[src/rtl/xlate_pkg.sv]
package xlate_pkg;

    localparam int VA_W       = 32;
    localparam int PA_W       = 32;
    localparam int PTE_W      = 32;
    localparam int PAGE_OFF_W = 12;
    localparam int VPN_W      = VA_W - PAGE_OFF_W;
    localparam int PPN_W      = PA_W - PAGE_OFF_W;
    localparam int PTE_V_BIT  = 0;
    localparam int PTE_W_BIT  = 1;
    localparam int PTE_X_BIT  = 2;

    typedef enum logic [1:0] {
        ACC_READ  = 2'd0,
        ACC_WRITE = 2'd1,
        ACC_FETCH = 2'd2
    } acc_kind_e;

    typedef enum logic [1:0] {
        XS_OK         = 2'd0,
        XS_PAGE_FAULT = 2'd1,
        XS_PROT_FAULT = 2'd2
    } xl_status_e;

    typedef struct packed {
        logic [PPN_W-1:0] ppn;
        logic             may_write;
        logic             may_exec;
    } map_ent_t;

    function automatic map_ent_t unpack_pte(input logic [PTE_W-1:0] d);
        map_ent_t e;
        e.ppn       = d[PTE_W-1 -: PPN_W];
        e.may_write = d[PTE_W_BIT];
        e.may_exec  = d[PTE_X_BIT];
        return e;
    endfunction

    function automatic xl_status_e rights_check(input acc_kind_e k, input map_ent_t e);
        xl_status_e s;
        s = XS_OK;
        if (k == ACC_WRITE && !e.may_write) s = XS_PROT_FAULT;
        if (k == ACC_FETCH && !e.may_exec)  s = XS_PROT_FAULT;
        return s;
    endfunction

endpackage

[src/rtl/xlate_victim.sv]
module xlate_victim #(
    parameter int SLOTS = 16,
    localparam int IDX_W = $clog2(SLOTS)
) (
    input  logic             clk,
    input  logic             rst,
    input  logic [SLOTS-1:0] occupied,
    input  logic             advance,
    output logic [IDX_W-1:0] victim_idx
);
    logic [IDX_W-1:0] rr_q;
    logic [IDX_W-1:0] free_idx;
    logic             free_any;

    always_comb begin
        free_any = 1'b0;
        free_idx = '0;
        for (int i = SLOTS - 1; i >= 0; i--) begin
            if (!occupied[i]) begin
                free_any = 1'b1;
                free_idx = IDX_W'(i);
            end
        end
    end

    assign victim_idx = free_any ? free_idx : rr_q;

    always_ff @(posedge clk) begin
        if (rst) begin
            rr_q <= '0;
        end else if (advance) begin
            rr_q <= (rr_q == IDX_W'(SLOTS - 1)) ? '0 : rr_q + 1'b1;
        end
    end

    // the round-robin pointer only moves when every slot is taken
    assert_rr_only_when_full_R7: assert property (@(posedge clk) disable iff (rst)
        advance |-> (occupied == '1));

endmodule

[src/rtl/xlate_tlb.sv]
module xlate_tlb
    import xlate_pkg::*;
#(
    parameter int SLOTS = 16,
    localparam int IDX_W = $clog2(SLOTS)
) (
    input  logic             clk,
    input  logic             rst,
    input  logic             flush,
    input  logic [VPN_W-1:0] lu_vpn,
    output logic             lu_hit,
    output map_ent_t         lu_ent,
    input  logic             ins_en,
    input  logic [VPN_W-1:0] ins_vpn,
    input  map_ent_t         ins_ent
);
    logic [SLOTS-1:0] vld_q;
    logic [VPN_W-1:0] tag_q [SLOTS];
    map_ent_t         ent_q [SLOTS];
    logic [SLOTS-1:0] match;
    logic [IDX_W-1:0] victim_idx;
    logic             advance;

    for (genvar g = 0; g < SLOTS; g++) begin : g_cmp
        assign match[g] = vld_q[g] && (tag_q[g] == lu_vpn);
    end

    always_comb begin
        lu_ent = '0;
        for (int i = 0; i < SLOTS; i++) begin
            if (match[i]) lu_ent = ent_q[i];
        end
    end

    assign lu_hit  = |match;
    assign advance = ins_en && !flush && (&vld_q);

    xlate_victim #(.SLOTS(SLOTS)) u_victim (
        .clk        (clk),
        .rst        (rst),
        .occupied   (vld_q),
        .advance    (advance),
        .victim_idx (victim_idx)
    );

    always_ff @(posedge clk) begin
        if (rst || flush) begin
            vld_q <= '0;
        end else if (ins_en) begin
            vld_q[victim_idx] <= 1'b1;
        end
    end

    always_ff @(posedge clk) begin
        if (ins_en && !flush) begin
            tag_q[victim_idx] <= ins_vpn;
            ent_q[victim_idx] <= ins_ent;
        end
    end

    // at most one slot may claim a virtual page
    assert_single_match_R9: assert property (@(posedge clk) disable iff (rst)
        $onehot0(match));

    // a flush leaves no entry valid
    assert_flush_empties_R8: assert property (@(posedge clk) disable iff (rst)
        flush |=> (vld_q == '0));

endmodule

[src/rtl/xlate_unit.sv]
module xlate_unit
    import xlate_pkg::*;
#(
    parameter int TLB_SLOTS = 16
) (
    input  logic             clk,
    input  logic             rst,
    input  logic             flush,
    input  logic [PA_W-1:0]  pt_base,
    input  logic             req_valid,
    output logic             req_ready,
    input  logic [VA_W-1:0]  req_vaddr,
    input  logic [1:0]       req_kind,
    output logic             rsp_valid,
    output logic [PA_W-1:0]  rsp_paddr,
    output logic [1:0]       rsp_status,
    output logic             mem_req_valid,
    input  logic             mem_req_ready,
    output logic [PA_W-1:0]  mem_req_addr,
    input  logic             mem_rsp_valid,
    input  logic [PTE_W-1:0] mem_rsp_data
);
    typedef enum logic [1:0] {S_IDLE, S_PTE_REQ, S_PTE_WAIT} walk_state_e;

    walk_state_e           state_q;
    logic [VPN_W-1:0]      hold_vpn_q;
    logic [PAGE_OFF_W-1:0] hold_off_q;
    acc_kind_e             hold_kind_q;
    logic [PA_W-1:0]       mem_addr_q;
    logic                  rsp_valid_q;
    logic [PA_W-1:0]       rsp_paddr_q;
    xl_status_e            rsp_status_q;

    logic             accept;
    logic [VPN_W-1:0] req_vpn;
    acc_kind_e        req_kind_e;
    logic             lu_hit;
    map_ent_t         lu_ent;
    map_ent_t         fill_ent;
    xl_status_e       fill_status;
    logic             fill_done;
    logic             ins_en;
    logic             unused_pte_bits;

    assign req_vpn    = req_vaddr[VA_W-1:PAGE_OFF_W];
    assign req_kind_e = acc_kind_e'(req_kind);
    assign req_ready  = (state_q == S_IDLE) && !flush;
    assign accept     = req_valid && req_ready;

    assign fill_ent        = unpack_pte(mem_rsp_data);
    assign fill_status     = mem_rsp_data[PTE_V_BIT] ? rights_check(hold_kind_q, fill_ent)
                                                     : XS_PAGE_FAULT;
    assign fill_done       = (state_q == S_PTE_WAIT) && mem_rsp_valid;
    assign ins_en          = fill_done && (fill_status == XS_OK);
    assign unused_pte_bits = ^mem_rsp_data[PAGE_OFF_W-1:PTE_X_BIT+1];

    xlate_tlb #(.SLOTS(TLB_SLOTS)) u_tlb (
        .clk     (clk),
        .rst     (rst),
        .flush   (flush),
        .lu_vpn  (req_vpn),
        .lu_hit  (lu_hit),
        .lu_ent  (lu_ent),
        .ins_en  (ins_en),
        .ins_vpn (hold_vpn_q),
        .ins_ent (fill_ent)
    );

    always_ff @(posedge clk) begin
        if (rst) begin
            state_q      <= S_IDLE;
            rsp_valid_q  <= 1'b0;
            rsp_paddr_q  <= '0;
            rsp_status_q <= XS_OK;
            hold_vpn_q   <= '0;
            hold_off_q   <= '0;
            hold_kind_q  <= ACC_READ;
            mem_addr_q   <= '0;
        end else begin
            rsp_valid_q <= 1'b0;
            case (state_q)
                S_IDLE: begin
                    if (accept) begin
                        hold_vpn_q  <= req_vpn;
                        hold_off_q  <= req_vaddr[PAGE_OFF_W-1:0];
                        hold_kind_q <= req_kind_e;
                        if (lu_hit) begin
                            rsp_valid_q  <= 1'b1;
                            rsp_status_q <= rights_check(req_kind_e, lu_ent);
                            rsp_paddr_q  <= {lu_ent.ppn, req_vaddr[PAGE_OFF_W-1:0]};
                        end else begin
                            mem_addr_q <= pt_base + (PA_W'(req_vpn) << 2);
                            state_q    <= S_PTE_REQ;
                        end
                    end
                end
                S_PTE_REQ: begin
                    if (mem_req_ready) state_q <= S_PTE_WAIT;
                end
                S_PTE_WAIT: begin
                    if (mem_rsp_valid) begin
                        rsp_valid_q  <= 1'b1;
                        rsp_status_q <= fill_status;
                        rsp_paddr_q  <= {fill_ent.ppn, hold_off_q};
                        state_q      <= S_IDLE;
                    end
                end
                default: state_q <= S_IDLE;
            endcase
        end
    end

    assign mem_req_valid = (state_q == S_PTE_REQ);
    assign mem_req_addr  = mem_addr_q;
    assign rsp_valid     = rsp_valid_q;
    assign rsp_paddr     = rsp_paddr_q;
    assign rsp_status    = rsp_status_q;

    // a pending table read keeps its address until accepted
    assert_mem_hold_R2: assert property (@(posedge clk) disable iff (rst)
        (mem_req_valid && !mem_req_ready) |=> (mem_req_valid && $stable(mem_req_addr)));

    // the table read targets base plus scaled page number
    assert_pte_addr_R2: assert property (@(posedge clk) disable iff (rst)
        mem_req_valid |-> (mem_req_addr == pt_base + (PA_W'(hold_vpn_q) << 2)));

    // the CPU side is closed while a table read is in flight
    assert_busy_not_ready_R6: assert property (@(posedge clk) disable iff (rst)
        mem_req_valid |-> !req_ready);

    // page faults only follow a memory response
    assert_pf_after_fetch_R4: assert property (@(posedge clk) disable iff (rst)
        (rsp_valid && rsp_status == XS_PAGE_FAULT) |-> $past(mem_rsp_valid));

    // reads are never refused for rights
    assert_read_no_prot_R5: assert property (@(posedge clk) disable iff (rst)
        (rsp_valid && rsp_status == XS_PROT_FAULT) |-> (hold_kind_q != ACC_READ));

    // the page offset passes through unchanged
    assert_offset_kept_R3: assert property (@(posedge clk) disable iff (rst)
        (rsp_valid && rsp_status == XS_OK) |-> (rsp_paddr[PAGE_OFF_W-1:0] == hold_off_q));

endmodule

[config.mk]
export PLATFORM = sky130hd
export DESIGN_NAME = xlate_unit
export DESIGN_NICKNAME = d
export VERILOG_FILES = /design/src/rtl/xlate_pkg.sv /design/src/rtl/xlate_victim.sv /design/src/rtl/xlate_tlb.sv /design/src/rtl/xlate_unit.sv
export SDC_FILE = /design/constraint.sdc
export NUM_CORES = 1
export LEC_CHECK = 0
export ABC_AREA = 1
export BUFFER_PORTS_ARGS = -buffer_cell sky130_fd_sc_hd__buf_2
export CORE_UTILIZATION = 25
export CTS_CLUSTER_DIAMETER = 80
export DETAILED_ROUTE_END_ITERATION = 16
export SETUP_SLACK_MARGIN = 0.1
export SLEW_MARGIN = 20
export SYNTH_ARGS = -nofsm -noshare
export SYNTH_HDL_FRONTEND = slang
export SYNTH_SLANG_ARGS = --single-unit
[constraint.sdc]
create_clock -name clk -period 5.2 [get_ports clk]
set_input_delay 1.04 -clock clk [delete_from_list [all_inputs] [get_ports clk]]
set_output_delay 1.04 -clock clk [all_outputs]
set_load 0.01 [all_outputs]
==> reports/metrics.yaml <==
yosysWarnings: 0
clockBufferDepth: 3
ys_ff_latch: 795
netlist_area_um2: 34300
wl_per_cell_um: 19.88
period_minus_slack_ns: 4.006
status: "complete, no violations"
synth_nets: 3316
grt_usage_pct: 14.66
drive_above_1_share_pct: 13.10
initial_utilization_pct: 25.26
placed_area_um2: 37490
criticalPathCategory: "primary input to register"
drt_first_pass_iters: 6
cp_data_required_time_ns: 5.51
portBuffers: 163
dp_hpwl_mm: 65.44
rsz0062_at_grt: "false"
numCtsBuffers: 80
dieArea_um2: 138700
ir_worst_vdd_uv: 241.5
core_um2: 135800
synthFlopType: "edfxtp_1"
gp_congestion: 0.8391
placed_cells: 5066
post_cts_buffers: 0
final-seq-area_um2: 22640
ys_seq_area_share_pct: 66.01
wirelength_mm: 103.7
synthTopCellsByArea: "edfxtp_1 (59%), nand2_1 (7.8%), dfxtp_1 (7.2%), a21oi_1 (4.8%), nor2_1 (3.9%)"
dieHeight_um: 372.4
synth_common_cells: "nand2_1 (712), edfxtp_1 (672), nor2_1 (353), a21oi_1 (327), inv_1 (192)"
fin_crit_sh_pct: 77.03
drv_cap: 0
yosysUniqueCellTypes: 62
multi_input_area_um2: 10160
relSlewSlack_pct: 17.74
hold_viol: 0
final_cells: 5219
yosysMostFrequentCell: "nand2_1"
drt_iter0_drc: 2312
area_growth_pct: 16.98
clk_pin_slew_ns: 0.06
skew_ns: 0.03256
fin_setup_tns_ns: 0
grt_pass1_vias: 23376
fmaxAchievable_ghz: 0.2496
tightest_slew_ns: 1.232
yosysTopAreaCellShare_pct: 58.83
endpoint_kind: "register"
antenna_left: 0
vias_per_cell: 4.712
cts-htree-levels: 3
overflow: 0
leakage_nw: 14.74
ios: 173
synthCells: 3190
num_vias: 24592
hold_path.class: "register to register"
cts_hold_buf: 0
power_density_nw_per_um2: 336.8
cts_root_buffer: "clkbuf_16"
synth_top_area_cell: "edfxtp_1"
insertion_delay_ns: 0.64
fin_area_um2: 40130
grt_max_degree: 61
num_rows: 135
cts_tree: "yes"
nNetsFinal: 3493
synth_edf_count: 672
cts_resized: 0
grt_pass1_wl_mm: 150.9
worst_setup_path_start_kind: "primary input"
min_from: "hold_off_q[9]$_SDFFE_PP0P_"
drc_errors: 0
cp-startpoint: "mem_rsp_data[2]"
arrival_ns: 4.31
slew_viol_final: 0
fill_cells: 13948
path_max_fanout: 22
syn_area_per_cell_um2: 10.75
antenna_found_initial: 12
finalSetupViolations: 0
die_w_um: 372.4
async_flop_share_pct: 0
numClockSinks: 795
r2r-start: "u_tlb.vld_q[4]$_SDFFE_PP0P_"
where the power goes:
| group | internal, W | switching [W] |
|---|---|---|
| Clock | 0.00334 | 0.00247 |
| Combinational | 0.000191 | 0.000443 |
| Sequential | 0.00696 | 0.000112 |
| Total | 0.0105 | 0.00302 |
cell type report:
type / count / area share [%]
Timing Repair Buffer: 244 / 4.078
Multi-Input combinational cell: 2030 / 25.32
Tap cell: 1781 / 5.553
Antenna cell: 4 / 0.02494
Clock inverter: 42 / 0.9604
Inverter: 216 / 2.052
Sequential cell: 795 / 56.43
Clock buffer: 107 / 5.581
metrics by stage:
step | total power (W) | worst slack, ns | hold WS, ns | utilization (%)
CTS | 0.01359 | 1.242 | 0.4591 | 29.54
global route | 0.01390 | 0.9611 | 0.4730 | 29.54
global placement | 0.007823 | 0.6248 | 0.4398 | 27.61
finish | 0.01351 | 1.194 | 0.4558 | 29.55
floorplan | 0.007478 | 1.022 | 0.4298 | -
detailed placement | 0.007831 | 0.5826 | 0.4492 | 27.61
flip-flops by register name, summed over array words and instances, names as in the netlist:
| signal | count |
|---|---|
| u_tlb.ent_q | 352 |
| u_tlb.tag_q | 320 |
| mem_req_addr | 32 |
| rsp_paddr | 32 |
| hold_vpn_q | 20 |
| u_tlb.vld_q | 16 |
| hold_off_q | 12 |
| u_tlb.u_victim.rr_q | 4 |
| hold_kind_q | 2 |
| rsp_status | 2 |
| state_q | 2 |
| rsp_valid | 1 |
metal layers:
metal / vias up / part of all wire, % / track usage [%]
met4: 16 / 2.7 / 4.702
met1: 11921 / 42 / 19.15
met5: - / 0.093 / 0
li1: 11474 / - / -
met2: 1024 / 46 / 24.00
met3: 157 / 8.9 / 3.244
placed cells by master, fill, tap and decap left out, drive strengths merged, types with 29 or more instances in the layout:
master,netlist,routed
nand2,713,713
xnor2,47,47
buf,95,244
clkinv,0,29
xor2,51,51
or2,31,31
inv,216,219
o21ai,203,203
o22ai,47,47
clkbuf,54,107
edfxtp,672,672
nor2,365,365
a21oi,328,328
nand3,42,42
dfxtp,123,123
kinds of logic (layout without fill, tap and decap cells):
kind of cell,Yosys count,in the layout,synth area share (%)
buf+inv,365,609,4.833
simple gates,1224,1224,14.64
xor+xnor,98,98,2.502
other cells,0,4,0
compound gates,686,686,11.19
flops,795,795,66.01
fa+ha+maj,22,22,0.8243
worst max-delay path: stages:
cell and delay [ns]:
buf_2 0.44, inv_1 0.08, a31oi_1 0.49, nand4_1 0.43, or2_2 0.43, nor2_1 0.27
nand2_1 0.17, nor2_4 0.60, buf_12 0.28
worst paths after layout:
check | end | slack [ns] | depth (start not counted)
min reg2reg | hold_off_q[9]$_SDFFE_PP0P_ | 0.46 | 2
max | u_tlb.ent_q[13][15]$_DFFE_PP_ | 1.19 | 9
min | hold_off_q[9]$_SDFFE_PP0P_ | 0.46 | 2
max reg2reg | u_tlb.ent_q[9][15]$_DFFE_PP_ | 1.52 | 11
(Power assumes the default switching activity.)
